File: src/rtl/diff_tab_pkg.sv
package diff_tab_pkg;
  localparam int unsigned ORDER = 2;

  typedef enum logic [1:0] {
    OP_IDLE = 2'd0,
    OP_LOAD = 2'd1,
    OP_STEP = 2'd2
  } op_e;
endpackage

File: src/rtl/diff_tab_add.sv
module diff_tab_add #(
  parameter int unsigned W = 32
) (
  input  logic [W-1:0] a_i,
  input  logic [W-1:0] b_i,
  output logic [W-1:0] sum_o,
  output logic         cy_o
);
  logic [W:0] full;

  assign full  = {1'b0, a_i} + {1'b0, b_i};
  assign sum_o = full[W-1:0];
  assign cy_o  = full[W];
endmodule

File: src/rtl/diff_tab_idx.sv
module diff_tab_idx #(
  parameter int unsigned IDX_W = 32
) (
  input  logic             clk_i,
  input  logic             rst_ni,
  input  logic             clr_i,
  input  logic             inc_i,
  output logic [IDX_W-1:0] cnt_o
);
  logic [IDX_W-1:0] cnt_q;

  always_ff @(posedge clk_i or negedge rst_ni) begin
    if (!rst_ni)    cnt_q <= '0;
    else if (clr_i) cnt_q <= '0;
    else if (inc_i) cnt_q <= cnt_q + 1'b1;
  end

  assign cnt_o = cnt_q;
endmodule

File: src/rtl/diff_tab_ctrl.sv
module diff_tab_ctrl
  import diff_tab_pkg::*;
#(
  parameter int unsigned NCY = 2
) (
  input  logic           clk_i,
  input  logic           rst_ni,
  input  logic           load_i,
  input  logic           step_i,
  input  logic [NCY-1:0] cy_i,
  output logic           do_load_o,
  output logic           do_step_o,
  output logic           valid_o,
  output logic           ovf_o
);
  op_e  op;
  logic valid_q, ovf_q;

  always_comb begin
    if (load_i)      op = OP_LOAD;
    else if (step_i) op = OP_STEP;
    else             op = OP_IDLE;
  end

  assign do_load_o = (op == OP_LOAD);
  assign do_step_o = (op == OP_STEP);

  always_ff @(posedge clk_i or negedge rst_ni) begin
    if (!rst_ni) begin
      valid_q <= 1'b0;
      ovf_q   <= 1'b0;
    end else begin
      valid_q <= (op != OP_IDLE);
      case (op)
        OP_LOAD: ovf_q <= 1'b0;
        OP_STEP: ovf_q <= ovf_q | (|cy_i);
        default: ovf_q <= ovf_q;
      endcase
    end
  end

  assign valid_o = valid_q;
  assign ovf_o   = ovf_q;
endmodule

File: src/rtl/diff_tab.sv
module diff_tab
  import diff_tab_pkg::*;
#(
  parameter int unsigned W     = 32,
  parameter int unsigned IDX_W = 32
) (
  input  logic             clk_i,
  input  logic             rst_ni,
  input  logic             load_i,
  input  logic [W-1:0]     f0_i,
  input  logic [W-1:0]     d1_i,
  input  logic [W-1:0]     d2_i,
  input  logic             step_i,
  output logic [W-1:0]     val_o,
  output logic             valid_o,
  output logic [IDX_W-1:0] idx_o,
  output logic             ovf_o
);
  localparam int unsigned NREG = ORDER + 1;

  logic [W-1:0]     acc_q [NREG];
  logic [W-1:0]     seed  [NREG];
  logic [W-1:0]     chain [NREG];
  logic [ORDER-1:0] cy;
  logic             do_load, do_step;

  assign seed[0] = f0_i;
  assign seed[1] = d1_i;
  assign seed[2] = d2_i;

  // chain[k] is the post-step value of acc k; the top order term stays constant
  assign chain[ORDER] = acc_q[ORDER];

  for (genvar k = 0; k < ORDER; k++) begin : g_stage
    diff_tab_add #(.W(W)) u_add (
      .a_i  (acc_q[k]),
      .b_i  (chain[k+1]),
      .sum_o(chain[k]),
      .cy_o (cy[k])
    );
  end

  always_ff @(posedge clk_i or negedge rst_ni) begin
    if (!rst_ni) begin
      for (int k = 0; k < NREG; k++) acc_q[k] <= '0;
    end else if (do_load) begin
      for (int k = 0; k < NREG; k++) acc_q[k] <= seed[k];
    end else if (do_step) begin
      for (int k = 0; k < ORDER; k++) acc_q[k] <= chain[k];
    end
  end

  diff_tab_ctrl #(.NCY(ORDER)) u_ctrl (
    .clk_i    (clk_i),
    .rst_ni   (rst_ni),
    .load_i   (load_i),
    .step_i   (step_i),
    .cy_i     (cy),
    .do_load_o(do_load),
    .do_step_o(do_step),
    .valid_o  (valid_o),
    .ovf_o    (ovf_o)
  );

  diff_tab_idx #(.IDX_W(IDX_W)) u_idx (
    .clk_i (clk_i),
    .rst_ni(rst_ni),
    .clr_i (do_load),
    .inc_i (do_step),
    .cnt_o (idx_o)
  );

  assign val_o = acc_q[0];
endmodule

File: config.mk
export PLATFORM = sky130hd
export DESIGN_NAME = diff_tab
export DESIGN_NICKNAME = d
export VERILOG_FILES = /design/src/rtl/diff_tab_pkg.sv /design/src/rtl/diff_tab_add.sv /design/src/rtl/diff_tab_idx.sv /design/src/rtl/diff_tab_ctrl.sv /design/src/rtl/diff_tab.sv
export SDC_FILE = /design/constraint.sdc
export NUM_CORES = 1
export LEC_CHECK = 0
export BUFFER_PORTS_ARGS = -buffer_cell sky130_fd_sc_hd__buf_4
export CAP_MARGIN = 40
export CORE_AREA = 2 2 194 215
export CTS_CLUSTER_DIAMETER = 80
export DETAILED_ROUTE_END_ITERATION = 7
export DIE_AREA = 0 0 196 217
export PLACE_DENSITY = 0.44
export RECOVER_POWER = 100
export SLEW_MARGIN = 30
export SYNTH_ARGS = -nofsm -noshare
export SYNTH_HDL_FRONTEND = slang
export SYNTH_HIERARCHICAL = 1
export SYNTH_SLANG_ARGS = --single-unit
File: constraint.sdc
create_clock -name clk_i -period 7.2 [get_ports clk_i]
set_input_delay 0.36 -clock clk_i [delete_from_list [all_inputs] [get_ports clk_i]]
set_output_delay 0.36 -clock clk_i [all_outputs]
set_load 0.02 [all_outputs]
==> results of run 1 <==
## worst paths after layout
| check | cells after the start | slack (ps) | to | from |
|---|---|---|---|---|
| setup / recovery | 16 | 1990 | val_o[31] | acc_q[10] |
| hold / removal | 3 | 110 | acc_q[46] | d1_i[14] |
| setup reg to reg | 16 | 1990 | val_o[31] | acc_q[10] |
| hold reg to reg | 1 | 510 | acc_q[9] | acc_q[9] |
| max in group asynchronous | 3 | 2470 | acc_q[50] | rst_ni |
| min in group asynchronous | 2 | 1700 | val_o[23] | rst_ni |
## area by class of cell
cell class / count / area [sq um]
sequential: 130 / 3250
fill: 4410 / 29000
inverter: 23 / 86.3
multi-input combinational: 868 / 6020
clock buffer: 17 / 425
antenna: 1 / 2.50
tap: 520 / 651
clock inverter: 15 / 139
timing repair buffer: 173 / 1070
## power breakdown
| part | total, W | switching [W] | internal [W] |
|---|---|---|---|
| clock network | 0.000849 | 0.000394 | 0.000455 |
| logic | 0.00251 | 0.00151 | 0.000995 |
| registers | 0.000942 | 0.000104 | 0.000838 |
| total | 0.00430 | 0.00201 | 0.00229 |
## worst max-delay path, cell delays in order, from the launching register on
cell and delay, ps:
sky130_fd_sc_hd__dfrtp_1 380, sky130_fd_sc_hd__ha_1 430, sky130_fd_sc_hd__nand4_1 150, sky130_fd_sc_hd__o22ai_1 260, sky130_fd_sc_hd__nor4_1 110, sky130_fd_sc_hd__a21oi_1 440, sky130_fd_sc_hd__a2111oi_0 210, sky130_fd_sc_hd__nor4bb_1 690
sky130_fd_sc_hd__ha_1 480, sky130_fd_sc_hd__and3_1 240, sky130_fd_sc_hd__a221o_1 350, sky130_fd_sc_hd__o41ai_1 590, sky130_fd_sc_hd__mux2i_1 270, sky130_fd_sc_hd__o211ai_1 100, sky130_fd_sc_hd__nor3_1 180, sky130_fd_sc_hd__mux2i_1 90
sky130_fd_sc_hd__o21ai_0 150
## cell usage after synthesis, types with 9 or more instances
cell | instances | share of area [%]
sky130_fd_sc_hd__dfrtp_1 | 130 | 33
sky130_fd_sc_hd__nand2_1 | 119 | 4.5
sky130_fd_sc_hd__a21oi_1 | 97 | 4.9
sky130_fd_sc_hd__mux2i_1 | 69 | 6.9
sky130_fd_sc_hd__ha_1 | 65 | 8.1
sky130_fd_sc_hd__o21ai_1 | 63 | 3.2
sky130_fd_sc_hd__nor2_1 | 50 | 1.9
sky130_fd_sc_hd__xnor2_1 | 39 | 3.4
sky130_fd_sc_hd__o21ai_0 | 38 | 1.9
sky130_fd_sc_hd__buf_4 | 36 | 2.7
sky130_fd_sc_hd__nand3_1 | 34 | 1.7
sky130_fd_sc_hd__mux2_2 | 32 | 3.6
sky130_fd_sc_hd__a21o_1 | 26 | 2.0
sky130_fd_sc_hd__xor2_1 | 26 | 2.3
sky130_fd_sc_hd__inv_1 | 23 | 0.86
sky130_fd_sc_hd__clkbuf_1 | 21 | 0.79
sky130_fd_sc_hd__o31ai_1 | 18 | 1.4
sky130_fd_sc_hd__a211oi_1 | 16 | 1.2
sky130_fd_sc_hd__buf_2 | 15 | 0.75
sky130_fd_sc_hd__nor3_1 | 14 | 0.70
sky130_fd_sc_hd__or4_1 | 13 | 0.98
sky130_fd_sc_hd__o211ai_1 | 11 | 0.83
sky130_fd_sc_hd__or3_1 | 11 | 0.69
sky130_fd_sc_hd__and3_1 | 10 | 0.63
sky130_fd_sc_hd__o21a_1 | 10 | 0.75
sky130_fd_sc_hd__nand4_1 | 9 | 0.56
## layer usage
layer | GRT usage [%] | up-vias | part of all wire [%]
met5 | 0 | - | 0.052
met4 | 4.29 | 2 | 1.2
met3 | 4.23 | 25 | 5.6
met2 | 23.7 | 189 | 46
met1 | 19.4 | 4111 | 47
li1 | - | 4265 | -
## registers in the layout, summed over array words and instances, names as in the netlist
signal,count
acc_q,64
u_idx/cnt_o,32
val_o,32
u_ctrl/ovf_o,1
u_ctrl/valid_o,1
## cell families after synthesis
kind of cell,count (synthesis)
DFF,130
AOI/OAI and AO/OA,331
xor gates and xnor gates,65
buffers and inverters,111
and+or+nand+nor,304
muxes,101
adders and majority gates,67
## placed cells by master, fill, tap and decap left out, drive strengths merged, types with 4 or more instances in the layout
cell and count:
o41ai 4, and3 12, nand3 34, nand2b 4
or2 9, clkbuf 88, xnor2 39, nor3 14
a31oi 8, o21a 10, xor2 26, buf 101
a21o 26, and2 4, mux2i 69, o31ai 18
or4 13, a211oi 16, inv 32, or3 11
ha 65, nor4 8, o211ai 11, clkinvlp 4
and4 10, nand2 119, nand4 10, a21oi 97
nor2 50, mux2 32, o21ai 101, o31a 4
dfrtp 130, a31o 4, a41oi 4, o21bai 6
## per-stage QoR
step           instances  util [%]  total power [W]  cell area, sq um
2_1_floorplan       1109         -          0.00291              9990
3_3_place_gp        1710      27.9          0.00355             11300
3_5_place_dp        1712      28.0          0.00354             11400
4_1_cts             1745      29.4          0.00442             11900
5_1_grt             1746      28.7          0.00468             11600
6_report            1747      28.7          0.00430             11600
## what timing repair did
| item | 4_1_cts | 5_1_grt |
|---|---|---|
| endpoints found under the setup margin | 0 | 0 |
| hold endpoints to repair | 61 | 0 |
| hold buffers | 1 | 0 |
==> run summary, run 1 <==
Across every metal layer, demand over resource in global routing totals 14.8%. The count of max-cap constraint violations is 5. The min-delay analysis places its worst path in the category input port to register.

The clock-pin slew on the worst setup and hold paths came out at around 70 ps. The quantity of I/O buffers inserted on ports came out at around 170. The worst setup path is captured at a register. The total negative slack is 0 ps.

The HPWL after detailed placement came out at between 20000 and 25000 microns. The leakage power of the design is approximately 4.9 nW. In the final design database the tool counted approximately 1400 nets. The number of flops mapped to enable cells by yosys is 0.

The worst hold slack after final layout came out at 107 ps. The checks that failed: max-capacitance violations, max-slew violations. The final weighted congestion in routability-driven placement came out at 0.835. The run finished, with violations left. For this run, the leading register cell type out of synthesis is sky130_fd_sc_hd__dfrtp_1. The number of detailed-routing iterations run before antenna repair is 4. The max-slew violation count was 237. The post-synthesis share of cell area spent on full adders, half adders and majority gates came out at 8.54%. The core region is 40600 sq um. The count of yosys warnings during synthesis came out at 6.

The first global-routing pass estimated around 49000 microns of wire. The share of the synthesized netlist area taken by xor and xnor gates is between 5 and 6%. In the routed design, unresolved DRC markers number 0. After detailed routing, the total wire length is approximately 30000 microns. The category of the worst setup path launch point is a register. The simple-gate area share of the yosys netlist came out at between 10 and 15%. The routed via count divided by cell count is approximately 4.9. The floorplan row count came out at 78. The number of buffers created by CTS came out at 17. The H-tree depth reported by CTS came out at 4. Measured against its own limit, the worst slew margin works out to -144%. Counting every net in the synthesized netlist gives between 1000 and 1500.

The number of resized instances in the post-cts repair step came out at 0. The area of the die came out at between 40000 and 50000 sq um. The share of final-layout standard cells stronger than drive strength 1 is around 15%. 166 I/O pins were placed. Entering global routing, the biggest net connects ~110 pins. The number of antenna violations at the first check in global routing was 2. The synthesized area per cell came out at approximately 9 sq um.

Setup violations remaining at the end of the flow were counted as 0. The later pin in the worst-skew pair is clocked with a latency of around 460 ps. The multiplexer share of the synthesized area came out at a little over a tenth. The starting density of the core came out at approximately 25%. The detail route stage leaves a number of antenna-violating nets equal to 0. The peak fanout along the critical path is 11. The peak ir drop on the vdd network came out at approximately 0.00018 V. Once the clock tree was built, the setup fixing pass inserted 0 buffers.

Global routing finished with a remaining overflow of 0. The critical path required time came out at around 7600 ps. The clock passes through at most 2 buffers.

The width of the die is about 200 microns. The via count of the first global-routing pass is approximately 8800. The die is around 220 microns tall.

The critical path is of the register to register type. The peak clock frequency supported by timing is between 150 and 200 MHz. Relative to the synthesized area, the layout overhead comes to 16.5%. The complex-gate fraction of the synthesized area came out at 20.8%. The combined area of all synthesized cells is about 10000 sq um. The worst setup slack after placement came out at ~2300 ps.

The number of distinct library cell variants in the gate-level netlist after synthesis came out at 62. The proportion of register bits with asynchronous set or reset after synthesis is 100%. The final number of hold-violating endpoints is 0. The root buffer cell chosen for the clock tree is sky130_fd_sc_hd__clkbuf_16. The count of state elements after synthesis is 130. For this run, the register share of the synthesized area comes to between 30% and 40%. Setup repair after global routing left no endpoint under its margin. The number of sinks handled by clock tree synthesis came out at 130. The number of DRC violations after detailed-routing iteration 0 came out at approximately 420. The minimum clock period after layout came out at approximately 5200 ps.

In the post-route analysis, the smallest setup slack over all paths is between 1500 and 2000 ps. The detailed router placed ~8600 vias in this run. At the worst endpoint, the arrival time is 5580 ps. The mean routed wirelength per cell came out at 17.5 microns. Across the routed clock network, the largest skew measured is approximately 12 ps. In this run the power density over the cells is about 370 nW/um^2. After synthesis, the largest family of logic cells by area is compound AO/OA/AOI/OAI gates. TritonCTS built the clock tree. The post-route fraction of the period consumed by the critical path came out at slightly above 70%.

The number of standard cells after synthesis came out at about 1100. At the pin with the least slew margin, the transition time is around 3700 ps.
Note: power is estimated with default switching activity, not from simulation.
==> run 2: changes to the inputs <==
--- a/config.mk
+++ b/config.mk
@@ -5,13 +5,14 @@
 export SDC_FILE = /design/constraint.sdc
 export NUM_CORES = 1
 export LEC_CHECK = 0
+export ABC_AREA = 1
 export BUFFER_PORTS_ARGS = -buffer_cell sky130_fd_sc_hd__buf_4
 export CAP_MARGIN = 40
-export CORE_AREA = 2 2 194 215
+export CORE_AREA = 2 2 209 232
 export CTS_CLUSTER_DIAMETER = 80
 export DETAILED_ROUTE_END_ITERATION = 7
-export DIE_AREA = 0 0 196 217
-export PLACE_DENSITY = 0.44
+export DIE_AREA = 0 0 211 234
+export PLACE_DENSITY = 0.43
 export RECOVER_POWER = 100
 export SLEW_MARGIN = 30
 export SYNTH_ARGS = -nofsm -noshare
==> constraint.sdc (replaced) <==
create_clock -name clk_i -period 5.4 [get_ports clk_i]
set_input_delay 0.27 -clock clk_i [delete_from_list [all_inputs] [get_ports clk_i]]
set_output_delay 0.27 -clock clk_i [all_outputs]
set_load 0.02 [all_outputs]
==> run 2 against run 1 <==
  * The flow still finishes with violations (max-capacitance violations, max-slew violations)
  * Power grew 17%
  * Critical path depth down 10
  * Design area is 18% higher
  * Utilization increased by 0.38 points
  * Largest cell class unchanged
  * Critical path type is now input port to register
  * Via count grew 30%
  * Highest routed layer is now met4
  * Synthesized cell count up 63%
==> run summary, run 2 <==
Setup repair after global routing left no endpoint under its margin. The end-of-flow core utilization is 29.0%. The total negative slack came out at 0 ps. Yosys printed 6 warnings.

The final number of hold-violating endpoints came out at 0. The via count of the first global-routing pass is 10900. The number of DRC violations after detailed-routing iteration 0 came out at 553. In the post-synthesis netlist, the biggest area contributors are sky130_fd_sc_hd__dfrtp_1 28%, sky130_fd_sc_hd__nand2_1 24%, sky130_fd_sc_hd__inv_1 8.4%, sky130_fd_sc_hd__nand3_2 7.4%, sky130_fd_sc_hd__ha_1 7.0%.

The critical path class is input port to register. The post-route clock skew is a little under 9 ps. The proportion of register bits with asynchronous set or reset after synthesis is 100%. The headroom to the max-slew limit came out at -98.5%. The largest net degree at the start of global routing is 76. Of the cells placed in the final design, the portion with a size suffix greater than 1 is between 10% and 20%. The placeable core region came out at approximately 47000 sq um. The signal on the critical path passes through clkbuf_1 -> clkbuf_2 -> nor2_4 -> buf_12 -> nand2_1 -> nand3_2. The count of state elements after synthesis came out at between 100 and 150. The power share of the combinational group came out at 52.1%. The post-route fraction of the period consumed by the critical path is between 70% and 80%.

The H-tree depth reported by CTS came out at 4. The synthesized area per cell is around 6.4 sq um. The number of distinct library cell variants in the gate-level netlist after synthesis is 33. The combined area of all synthesized cells came out at between 10000 and 15000 sq um. The run finished, with violations left. The final reports fail on max-capacitance violations, max-slew violations. The y dimension of the die is 234 microns. The critical path starts at load_i. After clock tree synthesis, the clock-pin slew on the worst setup and hold paths is 60 ps.

The mean routed wirelength per cell came out at ~15 microns. The number of nets at the end of the flow came out at around 2100. After legalization and detailed placement, the total HPWL measured roughly 31000 microns. The worst reg2reg path endpoint is val_o[29]. The leakage power of the design is around 7.6 nW. The peak fanout along the critical path is 56. The number of flops mapped to enable cells by yosys came out at 0. The first global-routing pass estimated slightly above 60000 microns of wire. In the routed design, unresolved DRC markers number 0. The total global routing track utilization came out at between 10% and 20%. The starting density of the core is between 20% and 30%.

The most frequent standard cell in the layout excluding fill and tap cells is sky130_fd_sc_hd__nand2_1. The switching power of the nets came out at roughly 0.0024 W. The count of hold-fix buffers inserted at cts came out at 24. The clock network fraction of design power is 24.2%. The share of the Yosys chip area taken by registers is between 20 and 30%. The post-CTS setup repair buffer count came out at 0. The worst setup path is launched from an input port. The slowest stage of the critical path is the sky130_fd_sc_hd__clkbuf_1 cell. The number of resized instances in the post-cts repair step came out at 0. The quantity of I/O buffers inserted on ports came out at 165.

The minimum clock period after layout came out at ~3900 ps. Timing would allow up to between 200 and 300 MHz. sky130_fd_sc_hd__dfrtp_1 takes more of the synthesized area than any other cell.

The number of antenna cells inserted is 0. Measured along the x axis, the die boundary spans about 210 microns. The largest single stage delay on the critical path is a little over 2000 ps.

The peak ir drop on the vdd network is 0.000178 V. STA classifies the critical path endpoint as a register. Ranked by flip-flop count, first place goes to acc_q. Leaving out fill and tap cells, the most frequent cells in the layout are 750 x sky130_fd_sc_hd__nand2_1, 260 x sky130_fd_sc_hd__inv_1, 136 x sky130_fd_sc_hd__nand3_1, 132 x sky130_fd_sc_hd__nor2_1, 130 x sky130_fd_sc_hd__dfrtp_1. The area of the die is 49400 sq um. In this run the core area contains between 80 and 90 standard-cell rows.

The count of max-cap constraint violations came out at 1. The maximum buffer depth of the clock tree is 2. The routed via count divided by cell count is 4.35. Setup slack on the worst reg-to-reg path comes out at around 1800 ps. The clock drives 130 sinks.

The switching power share of the total is a little under half. Following the worst setup path forward leads to its endpoint at val_o[0]. For the pin with the worst max-slew slack, the measured transition is between 2000 and 3000 ps. The max-slew violation count is 57. The number of buffers created by CTS is 17.

Data on the critical path is required at its endpoint by roughly 5700 ps. Among all cell types in the netlist, the one instantiated most often is sky130_fd_sc_hd__nand2_1. TritonCTS built the clock tree. The register with the most flip-flops in the layout has 64 of them.

The internal power is 0.00266 W. The number of routed nets with antenna violations came out at 0. The number of detailed-routing iterations run before antenna repair came out at 5.

The power density of the placed cells is around 370 nW/um^2. The final global-route overflow total came out at 0. Per report_power, the sequential group accounts for around a quarter of the total. The clock reaches the later pin of the worst-skew pair after around 460 ps.

The number of antenna violations at the first check in global routing was 0. The commonest cells after synthesis are 750 x sky130_fd_sc_hd__nand2_1, 260 x sky130_fd_sc_hd__inv_1, 131 x sky130_fd_sc_hd__nor2_1, 130 x sky130_fd_sc_hd__dfrtp_1, 118 x sky130_fd_sc_hd__nand3_1. Measured in cells, the most critical reg-to-reg path has a length of 22. At the end of routability-driven placement, the weighted congestion stood at between 0.8 and 0.9. The source of the worst register-to-register timing path is acc_q[0].

The worst endpoint data arrival time came out at 4270 ps. The number of setup violations in the final report came out at 0. The type of the tightest min-delay check is input port to register.

The share of Yosys cell area claimed by the top area cell type came out at between 20% and 30%. The detailed-route wire length is 39200 microns. Clock tree synthesis selected as its root buffer the cell sky130_fd_sc_hd__clkbuf_16. The number of top-level pins is about 170. The relative area change from synthesis to final layout came out at 17.5%. For this run, the leading register cell type out of synthesis is sky130_fd_sc_hd__dfrtp_1. The number of standard cells after synthesis is between 1500 and 2000. The number of nets handed over by synthesis was 1979. For this block, the via count after detailed routing is around 11000.
run 2: worst min-delay path by stage:
stage                     startpoint         to  cells past startpoint
after global routing        d2_i[16]  acc_q[16]                      3
after CTS                   d2_i[18]  acc_q[18]                      3
after global placement        rst_ni   val_o[6]                      1
after detailed placement      rst_ni   val_o[2]                      1
final                       d2_i[18]  acc_q[18]                      3
after floorplan               rst_ni   acc_q[0]                      0
run 2: cell type report:
type	instances	area (sq um)
flip-flops and latches	130	3250
repair buffers	198	1330
fillers	5354	33500
multi-input cells	1344	6760
inverters	268	1010
clock buffers	19	453
clock inverters	12	148
well taps	602	753
run 2: layer usage:
layer	vias to the layer above	track usage (%)	wire length, microns
met4	0	4.67	626
met2	196	27.7	18900
li1	5848	-	-
met1	5115	20.9	18300
met5	-	0	0
met3	30	2.37	1320
run 2: power by group through the flow:
stage / registers (W) / clock network (W) / logic [W]
floorplan: 0.00117 / 0 / 0.00199
global placement: 0.00121 / 0 / 0.00270
detailed placement: 0.00121 / 0 / 0.00270
CTS: 0.00120 / 0.00125 / 0.00273
global route: 0.00121 / 0.00129 / 0.00297
finish: 0.00119 / 0.00121 / 0.00261
run 2: per-stage QoR:
| step | power [W] | std cells | setup WS (ps) | instance area (sq um) | hold slack, ps |
|---|---|---|---|---|---|
| 2_1_floorplan | 0.00316 | 1812 | 2420 | 11700 | -25.6 |
| 3_3_place_gp | 0.00391 | 2514 | 1790 | 13200 | 388 |
| 3_5_place_dp | 0.00391 | 2516 | 1760 | 13200 | 391 |
| 4_1_cts | 0.00517 | 2571 | 1750 | 14000 | 0.347 |
| 5_1_grt | 0.00546 | 2573 | 846 | 13700 | 13.6 |
| 6_report | 0.00501 | 2573 | 1460 | 13700 | 27.2 |
run 2: logic make-up (layout without fill, tap and decap cells):
| kind of cell | after synthesis | after routing | synth area share [%] |
|---|---|---|---|
| AND/OR/NAND/NOR | 1168 | 1168 | 45.7 |
| XOR/XNOR | 31 | 31 | 2.33 |
| flip-flops | 130 | 130 | 27.9 |
| AO/OA/AOI/OAI | 78 | 78 | 3.46 |
| adder cells (fa/ha/maj) | 67 | 67 | 7.31 |
| buffers and inverters | 338 | 497 | 13.4 |
run 2: critical path: cells and delay by family:
family	cells	cell delay (ps)
simple gates	3	530
buf+inv	3	3390
